`src/rtl/chc_pkg.sv`:
```
// Package: shared constants for the cluster debug halt coordinator.
// Assumes: opcode values are fixed here; each block decodes them from this package.
package chc_pkg;
    localparam int unsigned OP_W      = 8;
    localparam int unsigned CAUSE_W   = 4;
    localparam int unsigned CAUSE_LSB = 8;   // cause enable position in the trigger readback

    typedef enum logic [OP_W-1:0] {
        OP_RECV_RD = 8'h10,
        OP_RECV_WR = 8'h11,
        OP_TRIG_RD = 8'h12,
        OP_TRIG_WR = 8'h13,
        OP_FRZ_RD  = 8'h20,
        OP_FRZ_WR  = 8'h21
    } chc_op_e;
endpackage

```
`src/rtl/chc_cfg_regs.sv`:
```
// Module: command decode and configuration storage.
// Holds the receive, trigger and freeze masks and the cause enable, and returns
// them on a registered readback word in response to read commands.
// Assumes: N_CORES <= CAUSE_LSB and N_CORES < DATA_W; one command per cycle.
module chc_cfg_regs
    import chc_pkg::*;
#(
    parameter int unsigned N_CORES = 4,
    parameter int unsigned DATA_W  = 32
) (
    input  logic                clk,
    input  logic                rst_n,
    input  logic                cmd_valid,
    input  logic [OP_W-1:0]     cmd_op,
    input  logic [CAUSE_W-1:0]  cmd_param,
    input  logic [DATA_W-1:0]   cmd_data,
    output logic [N_CORES-1:0]  recv_mask,
    output logic [N_CORES-1:0]  trig_mask,
    output logic [CAUSE_W-1:0]  cause_en,
    output logic [N_CORES-1:0]  frz_mask,
    output logic [DATA_W-1:0]   readback
);
    logic [DATA_W-1:0] rd_value;
    logic              rd_hit;
    logic              unused_data_hi;

    assign unused_data_hi = ^cmd_data[DATA_W-1:N_CORES];

    // Select the value a read command returns.
    always_comb begin
        rd_value = '0;
        rd_hit   = 1'b0;
        case (cmd_op)
            OP_RECV_RD: begin
                rd_value[N_CORES-1:0] = recv_mask;
                rd_hit                = 1'b1;
            end
            OP_TRIG_RD: begin
                rd_value[N_CORES-1:0]           = trig_mask;
                rd_value[CAUSE_LSB +: CAUSE_W]  = cause_en;
                rd_hit                          = 1'b1;
            end
            OP_FRZ_RD: begin
                rd_value[N_CORES-1:0] = frz_mask;
                rd_hit                = 1'b1;
            end
            default: ;
        endcase
    end

    // Apply write commands to the configuration registers.
    always_ff @(posedge clk) begin
        if (!rst_n) begin
            recv_mask <= '0;
            trig_mask <= '0;
            cause_en  <= '0;
            frz_mask  <= '0;
        end else if (cmd_valid) begin
            case (cmd_op)
                OP_RECV_WR: recv_mask <= cmd_data[N_CORES-1:0];
                OP_TRIG_WR: begin
                    trig_mask <= cmd_data[N_CORES-1:0];
                    cause_en  <= cmd_param;
                end
                OP_FRZ_WR:  frz_mask  <= cmd_data[N_CORES-1:0];
                default: ;
            endcase
        end
    end

    // Capture the readback word on read commands; hold it otherwise.
    always_ff @(posedge clk) begin
        if (!rst_n)
            readback <= '0;
        else if (cmd_valid && rd_hit)
            readback <= rd_value;
    end
endmodule

```
`src/rtl/chc_halt_fanout.sv`:
```
// Module: halt trigger detection and registered fan-out of halt requests.
// A core triggers when it is halted, is set in both masks and has an enabled cause.
// Each core in the receive mask is requested when any other core triggers.
// Assumes: the core holds its cause vector stable while it stays halted.
module chc_halt_fanout
    import chc_pkg::*;
#(
    parameter int unsigned N_CORES = 4
) (
    input  logic                        clk,
    input  logic                        rst_n,
    input  logic [N_CORES-1:0]          recv_mask,
    input  logic [N_CORES-1:0]          trig_mask,
    input  logic [CAUSE_W-1:0]          cause_en,
    input  logic [N_CORES-1:0]          core_halted,
    input  logic [N_CORES*CAUSE_W-1:0]  core_cause,
    output logic [N_CORES-1:0]          halt_req
);
    logic [N_CORES-1:0] fire;
    logic [N_CORES-1:0] req_next;

    for (genvar gi = 0; gi < N_CORES; gi++) begin : g_fire
        // Decide whether core gi is a trigger this cycle.
        always_comb begin
            fire[gi] = recv_mask[gi] && trig_mask[gi] && core_halted[gi]
                       && |(core_cause[gi*CAUSE_W +: CAUSE_W] & cause_en);
        end
    end

    for (genvar gj = 0; gj < N_CORES; gj++) begin : g_req
        localparam logic [N_CORES-1:0] SELF = N_CORES'(1) << gj;
        // Request core gj when a different core triggers.
        always_comb begin
            req_next[gj] = recv_mask[gj] && |(fire & ~SELF);
        end
    end

    // Register the requests so that they reach the cores one edge after the trigger.
    always_ff @(posedge clk) begin
        if (!rst_n)
            halt_req <= '0;
        else
            halt_req <= req_next;
    end
endmodule

```
`src/rtl/chc_cluster_counter.sv`:
```
// Module: shared cluster counter with a halt-controlled freeze.
// Counts each cycle unless a core named in the freeze mask is halted.
// Assumes: the count wraps silently at 2**CNT_W.
module chc_cluster_counter #(
    parameter int unsigned N_CORES = 4,
    parameter int unsigned CNT_W   = 64
) (
    input  logic               clk,
    input  logic               rst_n,
    input  logic [N_CORES-1:0] frz_mask,
    input  logic [N_CORES-1:0] core_halted,
    output logic [CNT_W-1:0]   count
);
    logic freeze;

    // Freeze whenever a watched core is halted.
    always_comb begin
        freeze = |(frz_mask & core_halted);
    end

    // Advance the count on every edge that is not frozen.
    always_ff @(posedge clk) begin
        if (!rst_n)
            count <= '0;
        else if (!freeze)
            count <= count + CNT_W'(1);
    end
endmodule

```
`src/rtl/cluster_halt_coord.sv`:
```
// Module: top of the cluster debug halt coordinator.
// Connects the command decoder, the halt fan-out and the cluster counter.
// Assumes: a single clock domain; core halt and cause inputs are synchronous to clk.
module cluster_halt_coord
    import chc_pkg::*;
#(
    parameter int unsigned N_CORES = 4,
    parameter int unsigned DATA_W  = 32,
    parameter int unsigned CNT_W   = 64
) (
    input  logic                        clk,
    input  logic                        rst_n,
    input  logic                        cmd_valid,
    input  logic [OP_W-1:0]             cmd_op,
    input  logic [CAUSE_W-1:0]          cmd_param,
    input  logic [DATA_W-1:0]           cmd_data,
    output logic [DATA_W-1:0]           cmd_readback,
    input  logic [N_CORES-1:0]          core_halted,
    input  logic [N_CORES*CAUSE_W-1:0]  core_cause,
    output logic [N_CORES-1:0]          halt_req,
    output logic [CNT_W-1:0]            cluster_count
);
    logic [N_CORES-1:0] recv_mask;
    logic [N_CORES-1:0] trig_mask;
    logic [CAUSE_W-1:0] cause_en;
    logic [N_CORES-1:0] frz_mask;

    chc_cfg_regs #(.N_CORES(N_CORES), .DATA_W(DATA_W)) u_cfg (
        .clk       (clk),
        .rst_n     (rst_n),
        .cmd_valid (cmd_valid),
        .cmd_op    (cmd_op),
        .cmd_param (cmd_param),
        .cmd_data  (cmd_data),
        .recv_mask (recv_mask),
        .trig_mask (trig_mask),
        .cause_en  (cause_en),
        .frz_mask  (frz_mask),
        .readback  (cmd_readback)
    );

    chc_halt_fanout #(.N_CORES(N_CORES)) u_fanout (
        .clk         (clk),
        .rst_n       (rst_n),
        .recv_mask   (recv_mask),
        .trig_mask   (trig_mask),
        .cause_en    (cause_en),
        .core_halted (core_halted),
        .core_cause  (core_cause),
        .halt_req    (halt_req)
    );

    chc_cluster_counter #(.N_CORES(N_CORES), .CNT_W(CNT_W)) u_counter (
        .clk         (clk),
        .rst_n       (rst_n),
        .frz_mask    (frz_mask),
        .core_halted (core_halted),
        .count       (cluster_count)
    );
endmodule

```
`config.mk`:
```
export PLATFORM = sky130hd
export DESIGN_NAME = cluster_halt_coord
export DESIGN_NICKNAME = d
export VERILOG_FILES = /design/src/rtl/chc_pkg.sv /design/src/rtl/chc_cfg_regs.sv /design/src/rtl/chc_halt_fanout.sv /design/src/rtl/chc_cluster_counter.sv /design/src/rtl/cluster_halt_coord.sv
export SDC_FILE = /design/constraint.sdc
export NUM_CORES = 1
export LEC_CHECK = 0
export ABC_AREA = 1
export CORE_MARGIN = 2
export CORE_UTILIZATION = 40
export DETAILED_ROUTE_END_ITERATION = 7
export PLACE_DENSITY_LB_ADDON = 0.1
export SYNTH_ARGS = -nofsm -noshare
export SYNTH_HDL_FRONTEND = slang
export SYNTH_SLANG_ARGS = --single-unit
```
`constraint.sdc`:
```
create_clock -name clk -period 1.6 [get_ports clk]
set_clock_uncertainty 0.1 [all_clocks]
set_input_delay 0.32 -clock clk [delete_from_list [all_inputs] [get_ports clk]]
set_output_delay 0.32 -clock clk [all_outputs]
set_load 0.02 [all_outputs]
```
**After elaboration in Yosys (flattened, before gate mapping)**

Index checks and enable logic that the tools add are counted.

- Bits in registers: 92
- Logic and storage cells: 52
- Output and inout port bits: 100
- Input bits: 67

- Reduce and logical (&&, ||, !) cells: 30
- Equality and inequality tests: 6
- Bitwise gates (word level): 5
- Add/subtract/negate cells: 1
- Multiplexer cells: 3

Operators with widths:

| cell | number |
|---|---|
| $add A64 B1 Y64 const B | 1 |
| $eq A8 B5 Y1 const B | 4 |
| $and A4 B4 Y4 | 5 |
| $reduce_or A4 Y1 | 5 |
| $logic_and A1 B1 Y1 | 17 |
| $eq A8 B6 Y1 const B | 2 |
| $reduce_or A3 Y1 | 5 |
| $pmux W4 S3 | 1 |
| $reduce_and A2 Y1 | 3 |
| $mux W4 | 1 |
| $mux W1 | 1 |

**Logic depth before layout (Yosys ltp)**

- Word-level depth: 5
- Depth in mapped cells: 11
- Depth with buffers taken out: 11

**Hierarchy**

Synthesis repeated with hierarchy kept, for this count alone.

- Cell total of the unflattened synthesis: 897
- Area total of the unflattened synthesis: 5617.9 µm²

By module, submodules not included:

| module | instances | area each (µm²) | cells an instance | seq. area each (µm²) |
|---|---|---|---|---|
| chc_cluster_counter | 1 | 4036.4 | 655 | 1281.2 |
| chc_cfg_regs | 1 | 1263.7 | 183 | 480.5 |
| chc_halt_fanout | 1 | 317.8 | 59 | 80.1 |

**Worst setup path after synthesis**

OpenSTA, ideal clock, no wires.

- Kind: reg-to-reg
- Start: register u_counter.count[1]
- End: register u_counter.count[56]
- Buffers on the path: 0
- Data arrival time: 1542 ps
- Path slack: -158 ps
- Data required time: 1385 ps
- Stages on the path, launching flop included: 11
- Clock period less this slack: 1758 ps
- Setup time: 115 ps
- Path through: dfxtp_1 -> ha_1 -> inv_2 -> nor2_4 -> nand2_4 -> nor2_4 -> nand3_4 -> nor2_4 -> nand3_1 -> nand2_1 -> nor2_1

- Longest elaborated chain between the ends: 1

Ends and longest elaborated chain:

| what | RTL line | source |
|---|---|---|
| from (decl) | chc_cluster_counter.sv:12 | `output logic [CNT_W-1:0] count` |
| from (signal assigned) | chc_cluster_counter.sv:26 | `count <= count + CNT_W'(1);` |
| $add A64 B1 Y64 | chc_cluster_counter.sv:26 |  |

No other way between the ends.
A chain may end at the register's enable or synchronous reset.

**Final worst setup path**

- Start: register u_counter.count[0]
- End: register u_counter.count[52]

Same word-level chain as after synthesis.

==> flow_summary_export.csv <==
group,metric,value,unit
outcome,status,"complete, but fails checks",
outcome,violations,"negative setup slack",
setup_path,reg2reg_depth,10,
sta,final.setup.tns,-0.0307,ns
yosys,synth-seq-cells,92,
route,ant_nets,0,
sta,hold_viol,0,
yosys,synth-seq-area-share,33.1,%
route,viasPerCell,4.86,
die,ioPinCount,167,
pwr,switching_share,25.0,%
clock_network,path_clk_slew,0.07,ns
pwr,p_leak,4.04,nW
final_layout,fillers,1294,
setup_path,worstSetupPathType,"reg -> reg",
yosys,synth_area,5560,sq um
grt,grt_pass1_vias,5866,
route,drc,0,
sta,fin_ws,-0.0142,ns
worst_hold_path,hold_end,"u_counter.count[28]",
sta,drv_slew,0,
clock_network,clk_latency,0.36,ns
sta,setup_viol_count_final,6,
grt,antenna_found_initial,0,
setup_path,cp_max_fo,4,
clock_network,cts_hold_buf,0,
clock_network,h-tree-depth,3,
place,dp_hpwl,14100,um
route,via_count,6422,
grt,grt_pass1_wl,28800,um
die,num_rows,43,
setup_path,crit_slowest_cell,"dfxtp_4",
yosys,synth.top_cells.by_area,"dfxtp_1 (33%), nand2_1 (13%), nor2_1 (11%), nand3_1 (6.4%), inv_1 (6.2%)",
pwr,clkPwrFrac,44.0,%
setup_path,worstReg2RegStart,"u_counter.count[0]",
die,start_util,40.5,%
die,dieWidth,122,um
worst_hold_path,min_path_cells,4,
sta,rsz0062_at_grt,"yes",
pwr,netSwitchingPower,1.16,mW
yosys,avgSynthCellArea,6.48,sq um
setup_path,slowest_delay,0.38,ns
final_layout,fin_nets,1204,
setup_path,r2r-end,"u_counter.count[52]",
clock_network,cts_made_buffers,9,
sta,period_minus_slack,1.61,ns
yosys,yosysTopAreaCell,"dfxtp_1",
grt,gr-total-overflow,0,
yosys,ys.flop_type,"dfxtp_1",
yosys,synth_warnings,0,
grt,grt.total_usage,24.8,%
place,gp_congestion,0.931,
pwr,vdd_drop_max,0.578,mV
route,drt-total-wl,18500,um
setup_path,rrSetupSlack,-0.01,ns
setup_path,cp_cell_sequence,"ha_4 > inv_2 > nor2_4 > nand2_4 > nor2_4 > buf_4 > nand4_1 > nor2_2 > nor2_1 > nor2_1",
yosys,netlist_instances,857,
pwr,power.density,520,nW/um^2
yosys,postSynth.asyncResetShare,0,%
pwr,combPwrFrac,6.9,%
sta,clock.fmax,620,MHz
clock_network,cts_tree,"done",
setup_path,cp.required,1.80,ns
setup_path,critical-path-top-delay-family,"simple AND/OR/NAND/NOR gates",
setup_path,crit_buf_inv,2,
grt,grt_max_degree,39,
worst_hold_path,hold_path.class,"in -> reg",
run,drv_cap,0,
final_layout,multi_input_area,3670,sq um
sta,holdWs,0.311,ns
pwr,intPower,3.49,mW
route,dr.pass1.iters,5,
setup_path,critical_path_arrival,1.81,ns
route,wire_per_inst,14.0,um
yosys,yosysMostFrequentCell,"nand2_1",
sta,post-route-period-util,101,%
yosys,yosys-top-cells-count,"nand2_1 (186), nor2_1 (159), dfxtp_1 (92), inv_1 (92), nand3_1 (71)",
die,die-height,122,um
final_layout,drive_gt1_share,36.8,%
die,core,13700,sq um
final_layout,area.sequential,1950,sq um
pwr,pwr-share-seq,49.2,%
setup_path,crit_path_end_kind,"flip-flop",
pwr,finalPower,4.65,mW
route,drt_iter0_markers,411,
yosys,synth_cell_type_count,40,
yosys,synth_edf_count,0,
clock_network,clockBufferDepth,2,
yosys,netlist.area_leader.share,33.1,%
die,dieArea,14800,sq um
place,port-buffer-count,114,
final_layout,antenna_cells,0,
worst_hold_path,min_from,"rst_n",
clock_network,clock_sinks,92,
setup_path,worst_setup_path_start_kind,"flip-flop",
clock_network,root_buffer,"clkbuf_16",
final_layout,syn2layout_area_growth,60.9,%
## power by group through the flow
stage               combinational, mW  clock, mW  sequential, mW
global route                    0.351       2.16            2.29
CTS                             0.305       2.06            2.31
detailed placement              0.312          0            2.36
finish                          0.319       2.04            2.29
global placement                0.308          0            2.36
floorplan                       0.180          0            2.37
## through the flow
| step | setup slack (ns) | utilization, % | instance area (sq um) | instances |
|---|---|---|---|---|
| after CTS | -0.0126 | 61.5 | 8430 | 1317 |
| after global routing | -0.126 | 65.2 | 8940 | 1321 |
| after global placement | -0.437 | 58.7 | 8050 | 1300 |
| final | -0.0142 | 65.2 | 8940 | 1321 |
| after floorplan | 0.00103 | - | 5660 | 880 |
| after detailed placement | -0.479 | 58.7 | 8050 | 1300 |
## placed cells by master (no fill, tap or decap), types with 4 or more instances in the layout
cell	synthesis	final
a21oi_1	47	46
a22o_1	8	8
and3_1	5	5
buf_12	0	4
buf_4	27	155
buf_6	1	9
clkbuf_16	0	9
clkdlybuf4s15_1	0	27
clkdlybuf4s15_2	0	9
clkdlybuf4s50_1	0	31
conb_1	1	24
dfxtp_1	92	36
dfxtp_2	0	40
dfxtp_4	0	16
dlygate4sd2_1	0	40
inv_1	92	88
inv_2	7	7
inv_6	0	4
nand2_1	186	143
nand2_2	9	43
nand2_4	5	13
nand3_1	71	63
nand3_2	3	5
nand3_4	1	7
nand4_1	17	17
nor2_1	159	118
nor2_2	19	39
nor2_4	16	37
nor3_1	11	7
nor3_2	1	4
o21ai_0	35	32
o21ai_1	5	7
xor2_1	7	7
## final cells by class
type,count,share of cell area (%)
clock inverter,5,0.406
clock buffer,11,2.60
tap,180,2.52
inverter,101,4.41
multi-input combinational,650,41.1
timing repair buffer,282,27.2
sequential,92,21.8
## worst max path at each step
stage / start / to / cells after the start
detailed placement: core_halted[1] / u_counter.count[45] / 12
finish: u_counter.count[0] / u_counter.count[52] / 10
global route: u_counter.count[0] / u_counter.count[34] / 9
floorplan: u_counter.count[13] / u_counter.count[56] / 9
CTS: u_counter.count[4] / cluster_count[4] / 3
global placement: core_halted[1] / u_counter.count[45] / 12
## worst register-to-register path, cell delays in order, from the launching register on
cell and delay [ns]:
dfxtp_4 0.38, ha_4 0.16, inv_2 0.04, nor2_4 0.14
nand2_4 0.11, nor2_4 0.13, buf_4 0.13, nand4_1 0.08
nor2_2 0.14, nor2_1 0.07, nor2_1 0.10
## logic make-up (layout without fill, tap and decap cells)
logic type | Yosys count | after routing | share of synthesized area [%]
xor gates and xnor gates | 8 | 8 | 1.26
other | 1 | 24 | 0.0675
buffers and inverters | 138 | 399 | 11.3
and+or+nand+nor | 514 | 514 | 43.8
adders and majority gates | 1 | 1 | 0.225
DFF | 92 | 92 | 33.1
AOI/OAI and AO/OA | 103 | 103 | 10.1
## per-layer routing
layer | vias to the layer above | share of wire (%) | track usage [%] | routed length, um
met4 | 0 | 2.3 | 8.05 | 433
met2 | 205 | 48 | 40.3 | 8830
li1 | 3264 | - | - | -
met3 | 31 | 6.0 | 5.29 | 1110
met5 | - | 0 | 0 | 0
met1 | 2922 | 44 | 32.7 | 8160
## registers in the layout, indices dropped and copies added, names as in the netlist
register	flops
u_counter.count	64
u_cfg.readback	8
u_cfg.cause_en	4
u_cfg.frz_mask	4
u_cfg.recv_mask	4
u_cfg.trig_mask	4
u_fanout.halt_req	4
## timing repair
action                     4_1_cts  5_1_grt
resized for setup              178      183
pin swaps                       19       59
setup endpoints to repair      115      105
setup buffers                    1        5
Power figures use the tool's default switching activity.
